**config.mk**
```make
export PLATFORM = sky130hd
export DESIGN_NAME = adj_time_counter
export DESIGN_NICKNAME = d
export VERILOG_FILES = /design/src/rtl/adj_tc_pkg.sv /design/src/rtl/adj_tc_regs.sv /design/src/rtl/adj_tc_trim.sv /design/src/rtl/adj_tc_accum.sv /design/src/rtl/adj_time_counter.sv
export SDC_FILE = /design/constraint.sdc
export NUM_CORES = 1
export LEC_CHECK = 0
export CAP_MARGIN = 0
export CORE_ASPECT_RATIO = 1.1
export CORE_MARGIN = 4
export CORE_UTILIZATION = 60
export CTS_BUF_LIST = sky130_fd_sc_hd__clkbuf_4 sky130_fd_sc_hd__clkbuf_8
export CTS_CLUSTER_SIZE = 30
export DETAILED_ROUTE_END_ITERATION = 10
export DONT_BUFFER_PORTS = 1
export PLACE_DENSITY = 0.76
export SYNTH_ARGS = -nofsm -noshare
export SYNTH_HDL_FRONTEND = slang
export SYNTH_HIERARCHICAL = 1
export SYNTH_SLANG_ARGS = --single-unit
```
**constraint.sdc**
```tcl
create_clock -name clk -period 6.7 [get_ports clk]
set_input_delay 1.34 -clock clk [delete_from_list [all_inputs] [get_ports clk]]
set_output_delay 1.34 -clock clk [all_outputs]
set_load 0.005 [all_outputs]
```
**src/rtl/adj_tc_pkg.sv**
```systemverilog
package adj_tc_pkg;
  // register word addresses
  localparam int unsigned A_CTRL = 0;
  localparam int unsigned A_TIME = 1;
  localparam int unsigned A_WRAP = 2;
  localparam int unsigned A_TRIM = 3;
  localparam int unsigned A_STEP = 4;

  // control bit positions
  localparam int unsigned C_RUN     = 0;
  localparam int unsigned C_RESTART = 1;
  localparam int unsigned C_SNAP    = 2;
  localparam int unsigned C_PERIOD  = 3;
  localparam int unsigned C_EVENT   = 4;

  // step register field positions
  localparam int unsigned STEP_N_LSB = 0;
  localparam int unsigned STEP_C_LSB = 8;

  typedef struct packed {
    logic event_en;
    logic period_mode;
    logic run;
  } mode_t;
endpackage

```
**src/rtl/adj_tc_regs.sv**
```systemverilog
module adj_tc_regs
  import adj_tc_pkg::*;
#(
  parameter int ADDR_W = 3,
  parameter int DATA_W = 32,
  parameter int CNT_W  = 32,
  parameter int STEP_W = 7,
  parameter int TRIM_W = 16
) (
  input  logic              clk,
  input  logic              rst,
  input  logic              wr_en,
  input  logic              rd_en,
  input  logic [ADDR_W-1:0] addr,
  input  logic [DATA_W-1:0] wr_data,
  input  logic [CNT_W-1:0]  snapshot,
  output logic [DATA_W-1:0] rd_data,
  output mode_t             mode,
  output logic              restart_p,
  output logic              snap_p,
  output logic              load_p,
  output logic              trim_wr_p,
  output logic [CNT_W-1:0]  load_val,
  output logic [CNT_W-1:0]  wrap_val,
  output logic [TRIM_W-1:0] trim_val,
  output logic [STEP_W-1:0] step_norm,
  output logic [STEP_W-1:0] step_corr
);
  logic wr_ctrl, wr_wrap, wr_step;
  logic restart_flag, snap_flag;
  logic [DATA_W-1:0] rd_next;

  assign wr_ctrl   = wr_en && (addr == ADDR_W'(A_CTRL));
  assign load_p    = wr_en && (addr == ADDR_W'(A_TIME));
  assign wr_wrap   = wr_en && (addr == ADDR_W'(A_WRAP));
  assign trim_wr_p = wr_en && (addr == ADDR_W'(A_TRIM));
  assign wr_step   = wr_en && (addr == ADDR_W'(A_STEP));
  assign restart_p = wr_ctrl && wr_data[C_RESTART];
  assign snap_p    = wr_ctrl && wr_data[C_SNAP];
  assign load_val  = wr_data[CNT_W-1:0];

  always_ff @(posedge clk) begin
    if (rst) begin
      mode         <= '0;
      restart_flag <= 1'b0;
      snap_flag    <= 1'b0;
      wrap_val     <= '0;
      trim_val     <= '0;
      step_norm    <= '0;
      step_corr    <= '0;
    end else begin
      restart_flag <= restart_p;
      snap_flag    <= snap_p;
      if (wr_ctrl) begin
        mode.run         <= wr_data[C_RUN];
        mode.period_mode <= wr_data[C_PERIOD];
        mode.event_en    <= wr_data[C_EVENT];
      end
      if (wr_wrap)   wrap_val <= wr_data[CNT_W-1:0];
      if (trim_wr_p) trim_val <= wr_data[TRIM_W-1:0];
      if (wr_step) begin
        step_norm <= wr_data[STEP_N_LSB +: STEP_W];
        step_corr <= wr_data[STEP_C_LSB +: STEP_W];
      end
    end
  end

  always_comb begin
    rd_next = '0;
    case (addr)
      ADDR_W'(A_CTRL): begin
        rd_next[C_RUN]     = mode.run;
        rd_next[C_RESTART] = restart_flag;
        rd_next[C_SNAP]    = snap_flag;
        rd_next[C_PERIOD]  = mode.period_mode;
        rd_next[C_EVENT]   = mode.event_en;
      end
      ADDR_W'(A_TIME): rd_next = DATA_W'(snapshot);
      ADDR_W'(A_WRAP): rd_next = DATA_W'(wrap_val);
      ADDR_W'(A_TRIM): rd_next = DATA_W'(trim_val);
      ADDR_W'(A_STEP): begin
        rd_next[STEP_N_LSB +: STEP_W] = step_norm;
        rd_next[STEP_C_LSB +: STEP_W] = step_corr;
      end
      default: rd_next = '0;
    endcase
  end

  always_ff @(posedge clk) begin
    if (rst)        rd_data <= '0;
    else if (rd_en) rd_data <= rd_next;
  end
endmodule

```
**src/rtl/adj_tc_trim.sv**
```systemverilog
module adj_tc_trim #(
  parameter int STEP_W = 7,
  parameter int TRIM_W = 16
) (
  input  logic              clk,
  input  logic              rst,
  input  logic              run,
  input  logic              restart_p,
  input  logic              trim_wr_p,
  input  logic [TRIM_W-1:0] trim_val,
  input  logic [STEP_W-1:0] step_norm,
  input  logic [STEP_W-1:0] step_corr,
  output logic [STEP_W-1:0] step
);
  logic [TRIM_W-1:0] tick_cnt;
  logic trim_on, hit;

  assign trim_on = (trim_val != '0);
  assign hit     = trim_on && (tick_cnt == trim_val);
  assign step    = hit ? step_corr : step_norm;

  always_ff @(posedge clk) begin
    if (rst || restart_p || trim_wr_p) tick_cnt <= '0;
    else if (run && trim_on)           tick_cnt <= hit ? '0 : tick_cnt + TRIM_W'(1);
  end
endmodule

```
**src/rtl/adj_tc_accum.sv**
```systemverilog
module adj_tc_accum #(
  parameter int CNT_W  = 32,
  parameter int STEP_W = 7
) (
  input  logic              clk,
  input  logic              rst,
  input  logic              run,
  input  logic              period_mode,
  input  logic              event_en,
  input  logic [STEP_W-1:0] step,
  input  logic [CNT_W-1:0]  wrap_val,
  input  logic              restart_p,
  input  logic              snap_p,
  input  logic              load_p,
  input  logic [CNT_W-1:0]  load_val,
  output logic [CNT_W-1:0]  count,
  output logic [CNT_W-1:0]  snapshot,
  output logic              wrap_pulse,
  output logic              wrap_event
);
  localparam int SUM_W = CNT_W + 1;

  logic [SUM_W-1:0] sum, folded;
  logic [CNT_W-1:0] nxt;
  logic over;

  assign sum    = {1'b0, count} + SUM_W'(step);
  assign folded = sum - {1'b0, wrap_val};

  always_comb begin
    if (period_mode) begin
      over = (sum >= {1'b0, wrap_val});
      nxt  = over ? folded[CNT_W-1:0] : sum[CNT_W-1:0];
    end else begin
      over = sum[CNT_W];
      nxt  = sum[CNT_W-1:0];
    end
  end

  always_ff @(posedge clk) begin
    if (rst) begin
      count      <= '0;
      snapshot   <= '0;
      wrap_pulse <= 1'b0;
      wrap_event <= 1'b0;
    end else begin
      wrap_pulse <= 1'b0;
      wrap_event <= 1'b0;
      if (snap_p) snapshot <= count;
      if (load_p)         count <= load_val;
      else if (restart_p) count <= '0;
      else if (run) begin
        count      <= nxt;
        wrap_pulse <= over;
        wrap_event <= over && event_en;
      end
    end
  end
endmodule

```
**src/rtl/adj_time_counter.sv**
```systemverilog
module adj_time_counter
  import adj_tc_pkg::*;
#(
  parameter int ADDR_W = 3,
  parameter int DATA_W = 32,
  parameter int CNT_W  = 32,
  parameter int STEP_W = 7,
  parameter int TRIM_W = 16
) (
  input  logic              clk,
  input  logic              rst,
  input  logic              wr_en,
  input  logic              rd_en,
  input  logic [ADDR_W-1:0] addr,
  input  logic [DATA_W-1:0] wr_data,
  output logic [DATA_W-1:0] rd_data,
  output logic              wrap_pulse,
  output logic              wrap_event
);
  mode_t             mode;
  logic              restart_p, snap_p, load_p, trim_wr_p;
  logic [CNT_W-1:0]  load_val, wrap_val, snapshot, count_q;
  logic [TRIM_W-1:0] trim_val;
  logic [STEP_W-1:0] step_norm, step_corr, step;
  logic              run_w;

  assign run_w = mode.run;

  adj_tc_regs #(
    .ADDR_W(ADDR_W), .DATA_W(DATA_W), .CNT_W(CNT_W),
    .STEP_W(STEP_W), .TRIM_W(TRIM_W)
  ) u_regs (
    .clk(clk), .rst(rst), .wr_en(wr_en), .rd_en(rd_en), .addr(addr),
    .wr_data(wr_data), .snapshot(snapshot), .rd_data(rd_data), .mode(mode),
    .restart_p(restart_p), .snap_p(snap_p), .load_p(load_p),
    .trim_wr_p(trim_wr_p), .load_val(load_val), .wrap_val(wrap_val),
    .trim_val(trim_val), .step_norm(step_norm), .step_corr(step_corr)
  );

  adj_tc_trim #(.STEP_W(STEP_W), .TRIM_W(TRIM_W)) u_trim (
    .clk(clk), .rst(rst), .run(run_w), .restart_p(restart_p),
    .trim_wr_p(trim_wr_p), .trim_val(trim_val), .step_norm(step_norm),
    .step_corr(step_corr), .step(step)
  );

  adj_tc_accum #(.CNT_W(CNT_W), .STEP_W(STEP_W)) u_accum (
    .clk(clk), .rst(rst), .run(run_w), .period_mode(mode.period_mode),
    .event_en(mode.event_en), .step(step), .wrap_val(wrap_val),
    .restart_p(restart_p), .snap_p(snap_p), .load_p(load_p),
    .load_val(load_val), .count(count_q), .snapshot(snapshot),
    .wrap_pulse(wrap_pulse), .wrap_event(wrap_event)
  );
endmodule

```
==> results.md <==
- Peak VDD IR: 0.1544 mV
- Synthesized area: 11220 µm²
- CP Capture Type: register
- CTS tree: done
- Worst setup SP type: register
- Max Buffers Root-to-Sink: 2
- Tot GR Track Use: 29.64%
- Unique masters post-synth: 90
- Hold Fails Final Rpt: 0
- CTS Buf Count: 17
- Asr flop ratio synth: 0%
- Root Driver: clkbuf_8
- RePlAce Congestion: 0.9613
- Vias in the first global route: 9347
- Fin crit share: 95.46%
- Routed Antenna Nets: 0
- Via count: 9759
- N_diodes: 0
- Clock network power share: 32.0%
- Vias/cell: 6.264
- Synth warn: 6
- Mapped Cells: 1384
- Setup-failing EPs final: 0
- Worst EP required: 7.07 ns
- Slew Limit Fails: 0
- Worst-skew pair later-pin latency: 0.48 ns
- # IOs: 73
- Slew at the pin closest to its max-slew limit: 1.120 ns
- 1st-iter DRT viols: 863
- Leak: 4.205 nW
- Placeable Area: 18410 µm²
- Seq/Total Area, Yosys: 32.30%
- Register bit count reported by yosys: 181
- Sw power: 824.9 µW
- Starting density of the core: 60.92%
- Largest net degree at the start of global routing: 155
- Syn avg cell area: 8.105 µm²
- P_int: 1.650 mW
- Setup_tns: 0 ns
- Drt wl/cell: 20.56 µm
- Unrepaired setup endpoints after global routing: no
- Dpl hpwl: 23840 µm
- Clock skew: 0.02090 ns
- Sw frac: 33.33%
- Die area: 20950 µm²
- Mapped Nets: 1465
- Layout area overhead: 2.008%
- Slowest cell on crit path: or4_4
- Fmax: 156.3 MHz
- Worst hold path class: reg2reg
- Sequential share of power: 45.4%
- Final nets: 1383
- IO buf count: 0
- Status: completed
- CP max stage delay: 0.59 ns
- Post-synth top area cell: dfxtp_1
- Post-layout minimum cycle time: 6.396 ns
- Slew HR: 25.36%
- P per Cell Area: 216.3 nW/µm²
- Routed WL: 32030 µm
- Post-synth EDFFs: 0
- Max cap viols: 0
- First-pass GRT wire length: 50100 µm
- Most common cell in the netlist: nand2_1
- Finished Layout Cells: 1558
- Kind of critical path: reg2reg
- Num rows: 52
- Arr. time, crit path: 6.77 ns
- Die height: 151.4 µm
- Most common flop cell mapped by yosys: dfxtp_1
- Share of cells above drive strength 1: 7.833%
- CP max FO: 17
- Clk pin slew, worst setup/hold paths: 0.11 ns
- 1st-pass router iterations: 8
- Sink Count: 181
- Comb pwr share: 22.6%
- # H-tree levels: 4
- Drc violations: 0
- Placed Cells incl. Taps: 1526
- Top-area cell type share of the netlist area: 32.30%
- Initial antenna violation count: 0
- Overflow after GRT: 0
- Top cells by area, synth: dfxtp_1 (32%), nand2_1 (7.2%), xnor2_1 (5.2%)
- Chip Width: 138.4 µm
- Most instantiated cells after synthesis: nand2_1 (214), dfxtp_1 (181), nor2_1 (133)
## state kept, by name, indices dropped and copies added (netlist names)
signal,flops
u_regs/snap_flag,1
u_trim/tick_cnt,16
u_regs/mode,3
u_accum/wrap_pulse,1
u_accum/wrap_event,1
u_regs/trim_val,16
u_accum/snapshot,32
u_regs/rd_data,32
u_regs/step_norm,7
u_regs/restart_flag,1
u_accum/count,32
u_regs/step_corr,7
u_regs/wrap_val,32
## per-layer routing
metal  share of wire [%]  wire length [µm]  up-vias  track usage, %
met2                  49             15670      361           52.34
met4                 4.5              1436        0           15.12
met1                  40             12820     4645           34.76
li1                    -                 -     4667               -
met3                 6.6              2100       86           5.210
met5                   0                 0        -               0
## worst max-delay path, delay by kind of cell, from the launching register on
| family | cells | cell delay (ns) |
|---|---|---|
| flops | 1 | 0.35 |
| fa+ha+maj | 3 | 0.90 |
| buf+inv | 3 | 0.54 |
| mux | 2 | 0.75 |
| simple gates | 8 | 1.95 |
| compound gates | 8 | 1.72 |
| xor+xnor | 1 | 0.09 |
## what timing repair did
item | in CTS | in global routing
endpoints found under the setup margin | 0 | 19
setup buffers | 0 | 0
hold buffers | 0 | 0
gates resized for setup | 0 | 4
## worst paths after layout
| check | start | to | slack, ns | cells past startpoint |
|---|---|---|---|---|
| worst min register to register | u_regs/wrap_val[20]$_SDFFE_PP0P_ | u_regs/wrap_val[20]$_SDFFE_PP0P_ | 0.48 | 2 |
| worst min-delay path | u_regs/wrap_val[20]$_SDFFE_PP0P_ | u_regs/wrap_val[20]$_SDFFE_PP0P_ | 0.48 | 2 |
| worst max-delay path | u_regs/trim_val[0]$_SDFFE_PP0P_ | u_accum/count[16]$_SDFFE_PP0P_ | 0.30 | 25 |
| worst max register to register | u_regs/trim_val[0]$_SDFFE_PP0P_ | u_accum/count[16]$_SDFFE_PP0P_ | 0.30 | 25 |
## cell families after synthesis
family / synth area share [%]
xor+xnor: 6.715
fa+ha+maj: 4.819
buf+inv: 7.328
mux: 7.842
flops: 32.30
compound gates: 20.73
simple gates: 20.27
## area by class of cell
cell class | count | area (µm²)
fillers | 1593 | 6970
multi-input cells | 1038 | 6797
flip-flops and latches | 181 | 3623
well taps | 243 | 304.0
clock buffers | 17 | 234.0
clock inverters | 15 | 195.2
inverters | 51 | 191.4
repair buffers | 13 | 97.59
## power by group through the flow
stage          Clock (mW)  Combinational, mW  Sequential (mW)
2_1_floorplan           0              0.461             1.14
3_3_place_gp            0              0.537             1.15
3_5_place_dp            0              0.541             1.15
4_1_cts             0.805              0.544             1.12
5_1_grt             0.851              0.608             1.13
6_report            0.792              0.559             1.12
## layout by cell type, fill, tap and decap left out, types with 7 or more instances in the layout
cell type    n
nand2_1    214
dfxtp_1    181
nor2_1     133
a21oi_1    104
xnor2_1     66
mux2i_1     53
inv_1       50
o21ai_0     43
ha_1        40
a22oi_1     28
nand4_1     26
a21o_1      21
xor2_1      20
a211oi_1    18
mux2_2      18
clkbuf_8    17
nand3_1     17
a22o_1      17
nor2b_1     15
buf_4       13
o21ai_1     12
o21a_1      11
mux2_1      11
and3_1      10
nor3_1      10
and2_1       9
a31oi_1      9
a2bb2oi_1    9
and4_1       7
## stage by stage
| step | instance area, µm² | hold WS, ns | total power [mW] | setup slack [ns] | util (%) |
|---|---|---|---|---|---|
| 3_3_place_gp | 10990 | 0.4535 | 1.684 | 0.4684 | 59.70 |
| 2_1_floorplan | 11220 | 0.4407 | 1.599 | 0.7611 | - |
| 5_1_grt | 11440 | 0.4946 | 2.585 | 0.007288 | 62.14 |
| 3_5_place_dp | 10990 | 0.4567 | 1.689 | 0.3481 | 59.70 |
| 6_report | 11440 | 0.4761 | 2.475 | 0.3039 | 62.14 |
| 4_1_cts | 11420 | 0.4718 | 2.472 | 0.3281 | 62.03 |
Power figures use the tool's default switching activity.
